### src/rtl/tt_addr_pkg.sv
package tt_addr_pkg;

    // Byte-size exponents of each layout level at 32 bits per pixel
    localparam int PIX_LG   = 2;   // 4 bytes per pixel
    localparam int MICRO_LG = 6;   // 64-byte micro-tile
    localparam int SUB_LG   = 10;  // 1 KB subtile
    localparam int TILE_LG  = 12;  // 4 KB tile

    // Pixel-coordinate exponents of each level edge
    localparam int MICRO_PIX_LG = 2;  // 4 pixels
    localparam int SUB_PIX_LG   = 4;  // 16 pixels
    localparam int TILE_PIX_LG  = 5;  // 32 pixels

    // Quadrant of a tile, coded {x half, y half}; y half 0 is the bottom
    typedef enum logic [1:0] {
        QUAD_BL = 2'b00,
        QUAD_TL = 2'b01,
        QUAD_BR = 2'b10,
        QUAD_TR = 2'b11
    } quad_e;

    // Byte position inside one tile: subtile slot, micro-tile, pixel
    typedef struct packed {
        logic [1:0] slot;
        logic [3:0] micro;
        logic [3:0] pix;
    } intra_t;

    // Storage slot of a quadrant for the given tile-row parity
    function automatic logic [1:0] quad_slot(input quad_e q, input logic odd_row);
        logic [1:0] s;
        if (!odd_row) begin
            unique case (q)
                QUAD_BL: s = 2'd0;
                QUAD_TL: s = 2'd1;
                QUAD_TR: s = 2'd2;
                default: s = 2'd3;
            endcase
        end else begin
            unique case (q)
                QUAD_TR: s = 2'd0;
                QUAD_BR: s = 2'd1;
                QUAD_BL: s = 2'd2;
                default: s = 2'd3;
            endcase
        end
        return s;
    endfunction

endpackage

### src/rtl/tt_intra_tile.sv
module tt_intra_tile
    import tt_addr_pkg::*;
(
    input  logic [TILE_PIX_LG-1:0] lx,
    input  logic [TILE_PIX_LG-1:0] ly,
    input  logic                   odd_row,
    output intra_t                 loc
);
    quad_e quad;

    always_comb begin
        quad      = quad_e'({lx[SUB_PIX_LG], ly[SUB_PIX_LG]});
        loc.slot  = quad_slot(quad, odd_row);
        loc.micro = {ly[SUB_PIX_LG-1:MICRO_PIX_LG], lx[SUB_PIX_LG-1:MICRO_PIX_LG]};
        loc.pix   = {ly[MICRO_PIX_LG-1:0], lx[MICRO_PIX_LG-1:0]};
    end
endmodule

### src/rtl/tt_bounds_check.sv
module tt_bounds_check #(
    parameter int TC_W   = 11,
    parameter int TCNT_W = 11,
    localparam int CW    = (TC_W > TCNT_W) ? TC_W : TCNT_W
) (
    input  logic [TC_W-1:0]   tx,
    input  logic [TC_W-1:0]   ty,
    input  logic [TCNT_W-1:0] width_tiles,
    input  logic [TCNT_W-1:0] height_tiles,
    output logic              err
);
    logic x_out, y_out;

    always_comb begin
        x_out = CW'(tx) >= CW'(width_tiles);
        y_out = CW'(ty) >= CW'(height_tiles);
        err   = x_out | y_out;
    end
endmodule

### src/rtl/tt_tile_locator.sv
module tt_tile_locator #(
    parameter int TC_W   = 11,
    parameter int TCNT_W = 11,
    localparam int IDX_W = TC_W + TCNT_W,
    localparam int CW    = (TC_W > TCNT_W) ? TC_W : TCNT_W
) (
    input  logic [TC_W-1:0]   tx,
    input  logic [TC_W-1:0]   ty,
    input  logic [TCNT_W-1:0] width_tiles,
    output logic              odd_row,
    output logic [IDX_W-1:0]  tile_idx
);
    logic [CW-1:0]     col_rev;
    logic [TCNT_W-1:0] col;
    logic [IDX_W-1:0]  row_base;

    always_comb begin
        odd_row  = ty[0];
        // Reversed column on odd rows; only meaningful while tx < width
        col_rev  = CW'(width_tiles) - CW'(1) - CW'(tx);
        col      = odd_row ? TCNT_W'(col_rev) : TCNT_W'(tx);
        row_base = IDX_W'(ty) * IDX_W'(width_tiles);
        tile_idx = row_base + IDX_W'(col);
    end
endmodule

### src/rtl/tt_tile_addr_gen.sv
module tt_tile_addr_gen
    import tt_addr_pkg::*;
#(
    parameter int COORD_W = 16,
    parameter int TCNT_W  = 11,
    localparam int TC_W   = COORD_W - TILE_PIX_LG,
    localparam int IDX_W  = TC_W + TCNT_W,
    localparam int OFF_W  = IDX_W + TILE_LG
) (
    input  logic               clk,
    input  logic               rst,
    input  logic               in_valid,
    input  logic [COORD_W-1:0] pix_x,
    input  logic [COORD_W-1:0] pix_y,
    input  logic [TCNT_W-1:0]  width_tiles,
    input  logic [TCNT_W-1:0]  height_tiles,
    output logic               out_valid,
    output logic [OFF_W-1:0]   out_offset,
    output logic               out_err
);
    logic [TC_W-1:0]  tx, ty;
    logic             odd_row;
    logic [IDX_W-1:0] tile_idx;
    intra_t           loc;
    logic             err;
    logic [OFF_W-1:0] offset_next;

    assign tx = pix_x[COORD_W-1:TILE_PIX_LG];
    assign ty = pix_y[COORD_W-1:TILE_PIX_LG];

    tt_tile_locator #(.TC_W(TC_W), .TCNT_W(TCNT_W)) u_locator (
        .tx          (tx),
        .ty          (ty),
        .width_tiles (width_tiles),
        .odd_row     (odd_row),
        .tile_idx    (tile_idx)
    );

    tt_intra_tile u_intra (
        .lx      (pix_x[TILE_PIX_LG-1:0]),
        .ly      (pix_y[TILE_PIX_LG-1:0]),
        .odd_row (odd_row),
        .loc     (loc)
    );

    tt_bounds_check #(.TC_W(TC_W), .TCNT_W(TCNT_W)) u_bounds (
        .tx           (tx),
        .ty           (ty),
        .width_tiles  (width_tiles),
        .height_tiles (height_tiles),
        .err          (err)
    );

    always_comb begin
        offset_next = err ? '0 : {tile_idx, loc, {PIX_LG{1'b0}}};
    end

    always_ff @(posedge clk) begin
        if (rst) begin
            out_valid  <= 1'b0;
            out_offset <= '0;
            out_err    <= 1'b0;
        end else begin
            out_valid <= in_valid;
            if (in_valid) begin
                out_offset <= offset_next;
                out_err    <= err;
            end
        end
    end
endmodule

### config.mk
export PLATFORM = sky130hd
export DESIGN_NAME = tt_tile_addr_gen
export DESIGN_NICKNAME = d
export VERILOG_FILES = /design/src/rtl/tt_addr_pkg.sv /design/src/rtl/tt_intra_tile.sv /design/src/rtl/tt_bounds_check.sv /design/src/rtl/tt_tile_locator.sv /design/src/rtl/tt_tile_addr_gen.sv
export SDC_FILE = /design/constraint.sdc
export NUM_CORES = 1
export LEC_CHECK = 0
export BUFFER_PORTS_ARGS = -buffer_cell sky130_fd_sc_hd__buf_2
export CORE_ASPECT_RATIO = 1.25
export CORE_MARGIN = 2
export CORE_UTILIZATION = 60
export CTS_CLUSTER_DIAMETER = 100
export CTS_CLUSTER_SIZE = 8
export DETAILED_ROUTE_END_ITERATION = 8
export HOLD_SLACK_MARGIN = 0.08
export PLACE_DENSITY = 0.82
export SYNTH_ARGS = -nofsm -noshare
export SYNTH_HDL_FRONTEND = slang
export SYNTH_HIERARCHICAL = 1
export SYNTH_SLANG_ARGS = --single-unit
### constraint.sdc
create_clock -name clk -period 13.5 [get_ports clk]
set_clock_uncertainty 0.15 [all_clocks]
set_input_delay 2.025 -clock clk [delete_from_list [all_inputs] [get_ports clk]]
set_output_delay 2.025 -clock clk [all_outputs]
set_load 0.05 [all_outputs]
==> key figures <==
Status
  • Outcome: completed

Layout
  • Diodes inserted: 0
  • Synthesis-to-finish area growth: 7.35%
  • Final nets: 1143
  • Fin util: 65.9%
  • Share of layout cells above drive strength 1: 13.6%

Critical path
  • CP max stage cell: fa_1
  • Startpoint types: input port
  • Most used cell, CP: fa_1
  • Max incr delay on CP: 530 ps
  • Setup crit end kind: flip-flop
  • Worst Path Max Fanout: 13
  • Required time worst endpoint: 13550 ps
  • Worst path bufs/invs: 4
  • CP top delay family: adder cells
  • CP Class: in -> reg
  • Data arrival time of the worst path: 7930 ps
  • FF-to-FF setup slack: 12720 ps

Clock tree
  • Clock Pin Slew Worst Setup and Hold Paths: 50 ps
  • Clk Latency, worst-skew pair: 270 ps
  • Resize count post-CTS: 0
  • Post-cts hold buffer count: 0
  • CTS H-tree lvls: 2
  • Clock Tree Root: clkbuf_16
  • CTS tree: built
  • CTS Buf Count: 5
  • # clock sinks: 34
  • Setup bufs post-CTS: 0
  • Clock Path Buffers: 2

Synth
  • Mean Syn Cell Area: 8.38 um^2
  • Area leader, netlist: fa_1
  • Async set or reset register ratio after synthesis: 0%
  • Cells after synthesis: 851
  • Synth top area cells: fa_1 26%, ha_1 17%, dfxtp_1 9.5%
  • Main synth FF type: dfxtp_1
  • Post-synth EDFFs: 0
  • Syn Std Cell Area: 7130 um^2
  • Top cell type's share of synthesized area: 25.8%
  • Syn. warnings: 6
  • Most numerous cell in the Yosys netlist: inv_1
  • #FFs+latches synth: 34
  • Top cells by count, synth: 171 x inv_1, 98 x nand2_1, 96 x ha_1
  • Distinct cells, synth: 56
  • Register area share after synthesis: 9.55%

Routing
  • Wirelength per Cell: 14.3 um
  • Vias: 5752
  • Final WL: 15200 um
  • Final ANT Viol Nets: 0
  • DRC errors left: 0
  • Iteration-0 DRC Markers: 237
  • TritonRoute pass-1 iters: 5
  • Vias/cell: 5.43

STA
  • Final setup fails: 0
  • Final Hold Vio Count: 0
  • Max transition margin: 22.0%
  • Fin crit share: 58.4%
  • Tmin final: 7880 ps
  • Max Clk Rate: 0.127 GHz
  • Measured slew at the worst slew-check pin: 1170 ps
  • RSZ-0062 raised after global routing: no
  • Setup TNS: 0 ps
  • Fin. max-slew vios: 0

Global routing
  • GRT Resource Usage Total: 25.2%
  • First-pass GRT wire length: 26300 um
  • Largest net degree at the start of global routing: 67
  • Remaining global-route overflow: 0
  • Initial antenna violation count: 0
  • Vias in the first global route: 6017

Power and ir drop
  • Seq pwr share: 8.9%
  • Net switching power: 726 uW
  • VDD IR max: 0.149 mV
  • Leakage: 0.00408 uW
  • Combinational Power Share: 83.0%
  • Sw Share: 51.6%
  • Clock power share: 8.0%
  • P per Cell Area: 184 nW/um^2
  • Internal power: 680 uW

Run
  • Max capacitance violation total: 0

Floorplanning
  • Core Area: 11600 um^2
  • Die X: 101 um
  • Die H: 126 um
  • I/O pin count: 93
  • DIE AREA: 12800 um^2
  • Rows: 44
  • Starting Density: 61.4%

Worst hold path
  • Hold crit path type: reg -> reg

Place
  • IO buf count: 90
  • Hpwl dp: 11800 um
  • GP Congestion: 0.877
## stage by stage
stage / setup slack (ps) / area, um^2 / total power, uW / hold WS (ps) / cells
after floorplan: 5960 / 7130 / 1060 / 540 / 852
after global placement: 5450 / 7510 / 1260 / 304 / 1052
after detailed placement: 5390 / 7510 / 1280 / 307 / 1052
after CTS: 5670 / 7650 / 1410 / 316 / 1060
after global routing: 5200 / 7650 / 1570 / 331 / 1060
final: 5620 / 7650 / 1410 / 313 / 1060
## worst min-delay path, cell delays in order (launching register included)
cell	delay, ps
dfxtp_1	300
nand2b_1	60
a21oi_1	50
## layout by cell type, fill, tap and decap left out, types with 24 or more instances in the layout
cell,instances
inv_1,171
nand2_1,98
ha_1,96
fa_1,92
buf_2,90
a21oi_1,46
nand2b_1,38
dfxtp_1,34
and2_1,33
nand3b_1,24
## registers in the layout, summed over array words and instances, names as in the netlist
| name | flops |
|---|---|
| out_err | 1 |
| out_valid | 1 |
| out_offset | 32 |
## cell type report
cell class	instances	area, um^2
clock inverters	1	5.00
fillers	1011	3960
clock buffers	7	143
multi-input cells	596	5530
repair buffers	90	450
inverters	171	642
well taps	161	201
flip-flops and latches	34	681
## worst paths after layout
path	start	to	cells past startpoint
worst max-delay path	width_tiles[0]	out_offset[33]	25
worst max register to register	out_offset[33]	out_offset[33]	2
worst min register to register	out_offset[32]	out_offset[32]	2
worst min-delay path	out_offset[32]	out_offset[32]	2
## power groups by stage
stage	Sequential (uW)	Combinational [uW]	Clock, uW
finish	126	1170	113
global route	127	1330	119
CTS	126	1170	114
detailed placement	127	1160	0
global placement	127	1130	0
floorplan	184	881	0
## per-layer routing
| metal | share of wire (%) | global-route usage, % | up-vias |
|---|---|---|---|
| met4 | 3.0 | 8.27 | 0 |
| met2 | 54 | 47.6 | 131 |
| met5 | 0 | 0 | - |
| li1 | - | - | 2767 |
| met1 | 39 | 28.7 | 2818 |
| met3 | 3.7 | 3.33 | 36 |
## logic make-up after synthesis
kind of cell	after synthesis	synth area share, %
AOI/OAI and AO/OA	119	11.1
muxes	9	1.26
and+or+nand+nor	255	19.6
adders and majority gates	188	42.7
DFF	34	9.55
other	1	0.0526
xor gates and xnor gates	23	2.83
buffers and inverters	222	13.0
No activity file was read; power rests on OpenSTA's default activity.
